$ cat src/rtl/can_txmb_pkg.sv
package can_txmb_pkg;

  // Frame outcome code reported by the protocol engine
  typedef enum logic [1:0] {
    RES_OK   = 2'd0,
    RES_ARB  = 2'd1,
    RES_ERR  = 2'd2,
    RES_RSVD = 2'd3
  } txResult_e;

  // Strobes from control to datapath
  typedef struct packed {
    logic onBus;      // busIdx is active or being started this cycle
    logic frameOk;    // active frame finished without error
    logic frameFail;  // active frame lost arbitration or hit an error
  } ctlStrobe_t;

endpackage

$ cat src/rtl/can_txmb_dp.sv
module can_txmb_dp
  import can_txmb_pkg::*;
#(
  parameter int NUM_MB = 32,
  parameter int IDX_W  = 5
) (
  input  logic              clk,
  input  logic              rstN,
  input  logic              pendWe,
  input  logic              cancelWe,
  input  logic              ackClrWe,
  input  logic              abortClrWe,
  input  logic [NUM_MB-1:0] wrData,
  input  logic [NUM_MB-1:0] mbIntMask,
  input  logic              emptyIntEn,
  input  ctlStrobe_t        strb,
  input  logic [IDX_W-1:0]  busIdx,
  output logic              anyPend,
  output logic [IDX_W-1:0]  lowIdx,
  output logic [NUM_MB-1:0] pendQ,
  output logic [NUM_MB-1:0] ackQ,
  output logic [NUM_MB-1:0] abtQ,
  output logic              irq
);

  // Mailbox 0 never takes part in transmit requests
  localparam logic [NUM_MB-1:0] TX_MASK = {{(NUM_MB-1){1'b1}}, 1'b0};

  logic [NUM_MB-1:0] holdQ;
  logic [NUM_MB-1:0] busHot, doneHot, setReq, cancelReq;
  logic [NUM_MB-1:0] cancelNow, holdSet, holdEff, okHot, abortHot;
  logic [NUM_MB-1:0] ackClr, abtClr, pendNext, holdNext, ackNext, abtNext;
  logic [NUM_MB-1:0] irqSrc;

  always_comb begin
    busHot    = strb.onBus ? (NUM_MB'(1) << busIdx) : '0;
    doneHot   = (strb.frameOk || strb.frameFail) ? (NUM_MB'(1) << busIdx) : '0;
    setReq    = pendWe     ? (wrData & TX_MASK) : '0;
    cancelReq = cancelWe   ? (wrData & TX_MASK) : '0;
    ackClr    = ackClrWe   ? wrData : '0;
    abtClr    = abortClrWe ? wrData : '0;

    // A waiting mailbox is withdrawn at once.
    // The mailbox on the bus waits for its outcome.
    cancelNow = cancelReq & pendQ & ~busHot;
    holdSet   = cancelReq & pendQ & busHot;
    holdEff   = holdQ | holdSet;

    okHot     = strb.frameOk   ? doneHot : '0;
    abortHot  = strb.frameFail ? (doneHot & holdEff) : '0;

    pendNext  = (pendQ & ~okHot & ~abortHot & ~cancelNow) | setReq;
    holdNext  = holdEff & ~doneHot;
    ackNext   = (ackQ & ~ackClr) | okHot;
    abtNext   = (abtQ & ~abtClr) | abortHot | cancelNow;
  end

  always_ff @(posedge clk) begin
    if (!rstN) begin
      pendQ <= '0;
      holdQ <= '0;
      ackQ  <= '0;
      abtQ  <= '0;
    end else begin
      pendQ <= pendNext & TX_MASK;
      holdQ <= holdNext & TX_MASK;
      ackQ  <= ackNext & TX_MASK;
      abtQ  <= abtNext & TX_MASK;
    end
  end

  // Lowest-numbered pending mailbox wins
  always_comb begin
    lowIdx = '0;
    for (int i = NUM_MB - 1; i >= 1; i--) begin
      if (pendQ[i]) lowIdx = IDX_W'(i);
    end
    anyPend = |pendQ;
  end

  // Two-level interrupt gating
  assign irqSrc = (ackQ | abtQ) & mbIntMask;
  assign irq    = emptyIntEn & (|irqSrc);

  a_r2_ok_sets_ack : assert property (@(posedge clk) disable iff (!rstN)
    strb.frameOk |=> ackQ[$past(busIdx)]);

  a_r3_fail_keeps_pend : assert property (@(posedge clk) disable iff (!rstN)
    (strb.frameFail && !holdEff[busIdx]) |=> pendQ[$past(busIdx)]);

  a_r4_abort_from_pend : assert property (@(posedge clk) disable iff (!rstN)
    ((abtQ & ~$past(abtQ)) & ~$past(pendQ)) == '0);

  a_r10_ok_no_abort : assert property (@(posedge clk) disable iff (!rstN)
    strb.frameOk |=> !(abtQ[$past(busIdx)] && !$past(abtQ[busIdx])));

endmodule

$ cat src/rtl/can_txmb_ctl.sv
module can_txmb_ctl
  import can_txmb_pkg::*;
#(
  parameter int NUM_MB = 32,
  parameter int IDX_W  = 5
) (
  input  logic             clk,
  input  logic             rstN,
  input  logic             engStart,
  input  logic             engDone,
  input  logic [1:0]       engResult,
  input  logic             anyPend,
  input  logic [IDX_W-1:0] lowIdx,
  output logic             txReq,
  output logic [IDX_W-1:0] txMbIdx,
  output ctlStrobe_t       strb
);

  logic             busyQ;
  logic [IDX_W-1:0] activeQ;
  logic             takeIt;
  txResult_e        res;

  assign res    = txResult_e'(engResult);
  assign txReq  = !busyQ && anyPend;
  assign takeIt = txReq && engStart;

  // Selection is frozen while a frame is on the bus
  assign txMbIdx = busyQ ? activeQ : lowIdx;

  always_ff @(posedge clk) begin
    if (!rstN) begin
      busyQ   <= 1'b0;
      activeQ <= '0;
    end else if (takeIt) begin
      busyQ   <= 1'b1;
      activeQ <= lowIdx;
    end else if (busyQ && engDone) begin
      busyQ   <= 1'b0;
    end
  end

  always_comb begin
    strb.onBus     = busyQ || takeIt;
    strb.frameOk   = busyQ && engDone && (res == RES_OK);
    strb.frameFail = busyQ && engDone && (res != RES_OK);
  end

  a_r8_no_mb0_offer : assert property (@(posedge clk) disable iff (!rstN)
    txReq |-> (txMbIdx != '0));

  a_r9_hold_active : assert property (@(posedge clk) disable iff (!rstN)
    (busyQ && !engDone) |=> (txMbIdx == $past(txMbIdx)) && !txReq);

endmodule

$ cat src/rtl/can_txmb_mgr.sv
module can_txmb_mgr
  import can_txmb_pkg::*;
#(
  parameter int NUM_MB = 32,
  localparam int IDX_W = $clog2(NUM_MB)
) (
  input  logic              clk,
  input  logic              rstN,
  input  logic              pendWe,
  input  logic              cancelWe,
  input  logic              ackClrWe,
  input  logic              abortClrWe,
  input  logic [NUM_MB-1:0] wrData,
  input  logic [NUM_MB-1:0] mbIntMask,
  input  logic              emptyIntEn,
  input  logic              engStart,
  input  logic              engDone,
  input  logic [1:0]        engResult,
  input  logic [3:0]        selDlc,
  output logic              txReq,
  output logic [IDX_W-1:0]  txMbIdx,
  output logic [3:0]        txByteCnt,
  output logic [NUM_MB-1:0] pendingQ,
  output logic [NUM_MB-1:0] txAckQ,
  output logic [NUM_MB-1:0] abortAckQ,
  output logic              irq
);

  localparam logic [3:0] MAX_BYTES = 4'd8;

  ctlStrobe_t       strb;
  logic             anyPend;
  logic [IDX_W-1:0] lowIdx;

  can_txmb_ctl #(.NUM_MB(NUM_MB), .IDX_W(IDX_W)) ctl_i (
    .clk(clk), .rstN(rstN), .engStart(engStart), .engDone(engDone),
    .engResult(engResult), .anyPend(anyPend), .lowIdx(lowIdx),
    .txReq(txReq), .txMbIdx(txMbIdx), .strb(strb)
  );

  can_txmb_dp #(.NUM_MB(NUM_MB), .IDX_W(IDX_W)) dp_i (
    .clk(clk), .rstN(rstN), .pendWe(pendWe), .cancelWe(cancelWe),
    .ackClrWe(ackClrWe), .abortClrWe(abortClrWe), .wrData(wrData),
    .mbIntMask(mbIntMask), .emptyIntEn(emptyIntEn), .strb(strb),
    .busIdx(txMbIdx), .anyPend(anyPend), .lowIdx(lowIdx),
    .pendQ(pendingQ), .ackQ(txAckQ), .abtQ(abortAckQ), .irq(irq)
  );

  // Data length codes above 8 still send 8 bytes
  assign txByteCnt = (selDlc > MAX_BYTES) ? MAX_BYTES : selDlc;

  a_r6_irq_global_gate : assert property (@(posedge clk) disable iff (!rstN)
    !emptyIntEn |-> !irq);

  a_r7_byte_limit : assert property (@(posedge clk) disable iff (!rstN)
    txByteCnt <= MAX_BYTES);

endmodule

$ cat config.mk
export PLATFORM = sky130hd
export DESIGN_NAME = can_txmb_mgr
export DESIGN_NICKNAME = d
export VERILOG_FILES = /design/src/rtl/can_txmb_pkg.sv /design/src/rtl/can_txmb_dp.sv /design/src/rtl/can_txmb_ctl.sv /design/src/rtl/can_txmb_mgr.sv
export SDC_FILE = /design/constraint.sdc
export NUM_CORES = 1
export LEC_CHECK = 0
export ABC_CLOCK_PERIOD_IN_PS = 6000
export BUFFER_PORTS_ARGS = -buffer_cell sky130_fd_sc_hd__buf_2
export CORE_UTILIZATION = 45
export CTS_BUF_LIST = sky130_fd_sc_hd__clkbuf_8
export CTS_CLUSTER_SIZE = 30
export DETAILED_ROUTE_END_ITERATION = 12
export PLACE_DENSITY = 0.7
export SYNTH_ARGS = -nofsm -noshare
export SYNTH_HDL_FRONTEND = slang
export SYNTH_HIERARCHICAL = 1
export SYNTH_SLANG_ARGS = --single-unit
$ cat constraint.sdc
create_clock -name clk -period 6 [get_ports clk]
set_input_delay 0.3 -clock clk [delete_from_list [all_inputs] [get_ports clk]]
set_output_delay 0.3 -clock clk [all_outputs]
set_load 0.1 [all_outputs]
==> summary by stage <==
Yosys
The share of synthesized area in the top cell type comes to 0.369. The fraction of the yosys area taken by sequential cells is 0.369. The synthesized cell area is 0.00706 mm². By instance count, the leading cell after synthesis is sky130_fd_sc_hd__nand2_1. Synthesis produced 896 cells. In this run, synthesis inferred 0 flip-flops with an integrated enable.

The count of synthesis-stage warnings from yosys is 6. The commonest cells after synthesis are sky130_fd_sc_hd__nand2_1 (206), sky130_fd_sc_hd__dfxtp_1 (130), sky130_fd_sc_hd__a21boi_0 (61). After synthesis, the netlist uses 50 different library cells. The proportion of synthesized flip-flops having asynchronous set or reset is 0. The post-synthesis area per instance is 7.88 µm². The most instantiated flip-flop cell in the synthesis netlist is sky130_fd_sc_hd__dfxtp_1.

The cell type contributing the most total cell area after synthesis is sky130_fd_sc_hd__dfxtp_1. By area the synthesized netlist is led by sky130_fd_sc_hd__dfxtp_1 (37%), sky130_fd_sc_hd__nand2_1 (11%), sky130_fd_sc_hd__a21boi_0 (6.5%). The post-synthesis register bit count is 130.

Global routing
The first global-routing pass estimated 34400 µm of wire. The number of global-route vias before repair is 6449. The initial antenna violation count was 0. Entering global routing, the biggest net connects 102 pins. In the global route stage, overall resource usage came out at 0.276. After global routing the overflow that remains totals 0.

Floorplanning
The initial utilization of the core area, before any placement, comes to 0.463. After floorplanning, the core was divided into 45 placement rows. From bottom edge to top edge, the die measures 127 µm. The die covers 0.0162 mm². The top-level port count is 186. The x dimension of the die is 127 µm.

The total area inside the core boundary comes to 0.0153 mm².

Place
The total of buffers placed on input and output ports is 180. The area after detailed placement is 0.00795 mm². At the end of routability-driven placement, the weighted congestion stood at 0.828.

Detailed placement finished with a half-perimeter wire length of 15100 µm.

Layout
The net count reported at finish is 1116. Relative to the synthesized area, the layout overhead comes to 18.7%. The filler cell count is 1504. The final design instance area without fill is 0.00838 mm².

The share of post-route cells with drive strength above 1 is 0.244. The number of antenna cells inserted is 0.

Drt
The via count of the routed design is 7242. The ratio of routed vias to standard cells is 5.74. For this run, design rule violations remaining after detail routing come to 0. The count of nets left with antenna violations after detail routing is 0. The post-detailed-routing wire length is 22000 µm. The DRC violation total after the first TritonRoute iteration is 554. The routed length per placed instance is 17.5 µm. Before antenna repair, the detailed router went through 6 iterations.

Clocking
The post-CTS clock slew at the launch and capture registers of the worst setup and hold paths is 0.08 ns. The clock reaches the later pin of the worst-skew pair after 0.45 ns. The buffer levels on the longest clock path is 2. The H-tree generated during clock tree synthesis spans 4 levels. The buffer cell driving the clock tree root is sky130_fd_sc_hd__clkbuf_8. The clock net sink count is 130.

Counting the buffers created by CTS gives 17. Hold repair after CTS inserted 0 buffers. Once the clock tree was built, the resizer swapped 0 gates to a different size. TritonCTS built the clock tree. In this run the post-CTS setup repair buffer count came out at 0.

Setup path
STA classifies the critical path endpoint as a register. The arrival time of the worst setup path is 3.79 ns. The worst setup path is of the register to register kind.

The slowest cell on the critical path is sky130_fd_sc_hd__inv_1. The number of buffer and inverter instances along the worst setup path is 2. The delay of the slowest critical-path stage is 0.74 ns. The largest driver fanout on the critical path is 41.

The endpoint identified for the worst register-to-register timing path is dp_i/abtQ[31]$_SDFF_PN0_. Counting cells, the worst reg-to-reg path comes to 11. The cell repeated most along the worst path is sky130_fd_sc_hd__a21oi_1.

The required arrival time at the worst endpoint is 6.39 ns. The signal on the critical path passes through nor4_1, nand3_1, nor3_1, nand4_1, a21o_1, buf_4, inv_1, or3_1, a21oi_1, a21oi_1, o21a_1. The kind of cell adding the most delay to the critical path is simple AND/OR/NAND/NOR gates. The worst register-to-register path has a setup slack of 2.60 ns. The worst reg2reg path startpoint is dp_i/pendQ[27]$_SDFF_PN0_. The type of origin of the critical path is a register.

Run
Max-cap violations in this run came to 0.

Power and ir drop
The sequential fraction of design power is 0.405. The share of total power dissipated in the clock network is 0.354. Of the total power, the share spent switching nets is 0.362. The analysis attributes to cell leakage a power of 3.83 nW.

The worst-case vdd ir drop is 0.131 mV. For this design the total switching power over the nets is 825 µW. Of the total power, combinational logic draws 0.240. The internal portion of the total power is 1.45 mW. The power density over the cells is 272 mW/mm².

The overall power after layout is 2.28 mW.

Hold path
For hold timing, the worst endpoint is dp_i/pendQ[31]$_SDFF_PN0_. The path class of the lowest-slack min-delay path is input port to register. The worst hold path was traced through 3 stages. The startpoint identified for the worst hold timing path is wrData[31].

STA
Setup repair after global routing left no endpoint under its margin. The worst relative slew slack is 0.391. The total negative slack for setup checks is 0 ns.

Across the routed clock network, the largest skew measured is 0.0136 ns. Setup violations remaining at the end of the flow were counted as 0. The count of final hold-check violations is 0. The top achievable clock speed is 0.294 GHz. The max-slew violation count is 0.

The transition at the pin with the smallest max-transition slack is 0.912 ns. In the finished design, the share of the clock period the worst path needs comes to 0.566. For the finished layout, the period the worst path requires is 3.40 ns.

Run status
The flow ran to the end, and the final reports show no timing, DRC or antenna violations.
## worst reg2reg max path: cells and delay by family (launching register included)
kind / cells / cell delay [ns]
AOI/OAI and AO/OA: 4 / 0.64
buffers and inverters: 2 / 1.03
DFF: 1 / 0.40
and+or+nand+nor: 5 / 1.27
## stage by stage
stage           util  instances  setup slack (ns)  hold WS (ns)
2_1_floorplan      -        898              2.11         0.431
3_3_place_gp   0.521       1229              2.69         0.441
3_5_place_dp   0.521       1229              2.66         0.447
5_1_grt        0.549       1261              2.40         0.159
6_report       0.549       1261              2.60         0.145
4_1_cts        0.549       1261              2.61         0.115
## placed cells by master (no fill, tap or decap), drive strengths merged, types with 2 or more instances in the layout
cell,count
mux2i,5
nand3,36
mux2,5
nor3b,4
nor4,22
buf,185
or3b,3
a31oi,11
nand3b,3
clkbuf,17
o2bb2ai,30
clkinv,4
a21boi,64
o21a,2
conb,3
o31ai,10
or4,3
nor3,15
clkinvlp,6
o21ai,51
and3,30
inv,18
a221o,2
nand4,8
nor2,59
o211a,15
nand2b,3
nand2,207
nor2b,6
or3,3
o221a,6
dfxtp,130
a21oi,43
bufinv,4
a41o,30
## logic make-up after synthesis
kind of cell / after synthesis / share of synthesized area
buffers and inverters: 82 / 0.0564
and+or+nand+nor: 406 / 0.279
other: 1 / 0.000531
DFF: 130 / 0.369
AOI/OAI and AO/OA: 267 / 0.280
muxes: 10 / 0.0151
## how the worst max path moves through the flow
stage                              start                        end  slack (ns)  cells past startpoint
2_1_floorplan  dp_i/pendQ[30]$_SDFF_PN0_   dp_i/abtQ[31]$_SDFF_PN0_        2.11                     12
3_3_place_gp   dp_i/pendQ[30]$_SDFF_PN0_  dp_i/pendQ[26]$_SDFF_PN0_        2.69                     11
3_5_place_dp   dp_i/pendQ[30]$_SDFF_PN0_  dp_i/pendQ[18]$_SDFF_PN0_        2.66                     11
4_1_cts        dp_i/pendQ[30]$_SDFF_PN0_  dp_i/pendQ[26]$_SDFF_PN0_        2.61                     11
5_1_grt        dp_i/pendQ[27]$_SDFF_PN0_  dp_i/pendQ[31]$_SDFF_PN0_        2.40                     11
6_report       dp_i/pendQ[27]$_SDFF_PN0_   dp_i/abtQ[31]$_SDFF_PN0_        2.60                     11
## metal layers
layer,GRT usage,share of wire,up-vias
met5,0,0,-
met4,0.120,0.032,0
met3,0.0641,0.077,40
met2,0.442,0.45,275
met1,0.355,0.44,3409
li1,-,-,3518
## state kept, by name (all words and copies together) (netlist names)
signal / count
ctl_i/activeQ: 5
ctl_i/busyQ: 1
dp_i/abtQ: 31
dp_i/ackQ: 31
dp_i/holdQ: 31
dp_i/pendQ: 31
## final cells by class
type	instances	area (µm²)	share of cell area
timing repair buffer	185	941	0.112
sequential	130	2600	0.311
multi-input combinational	686	4080	0.487
clock inverter	15	193	0.0230
inverter	17	63.8	0.00762
tap	211	264	0.0315
clock buffer	17	234	0.0279
## power groups by stage
stage | Sequential, mW | Combinational, mW | Clock, mW
final | 0.923 | 0.548 | 0.808
after global routing | 0.926 | 0.580 | 0.863
after CTS | 0.922 | 0.545 | 0.821
after detailed placement | 0.941 | 0.543 | 0
after global placement | 0.941 | 0.540 | 0
after floorplan | 1.07 | 0.312 | 0
Power figures use the tool's default switching activity.
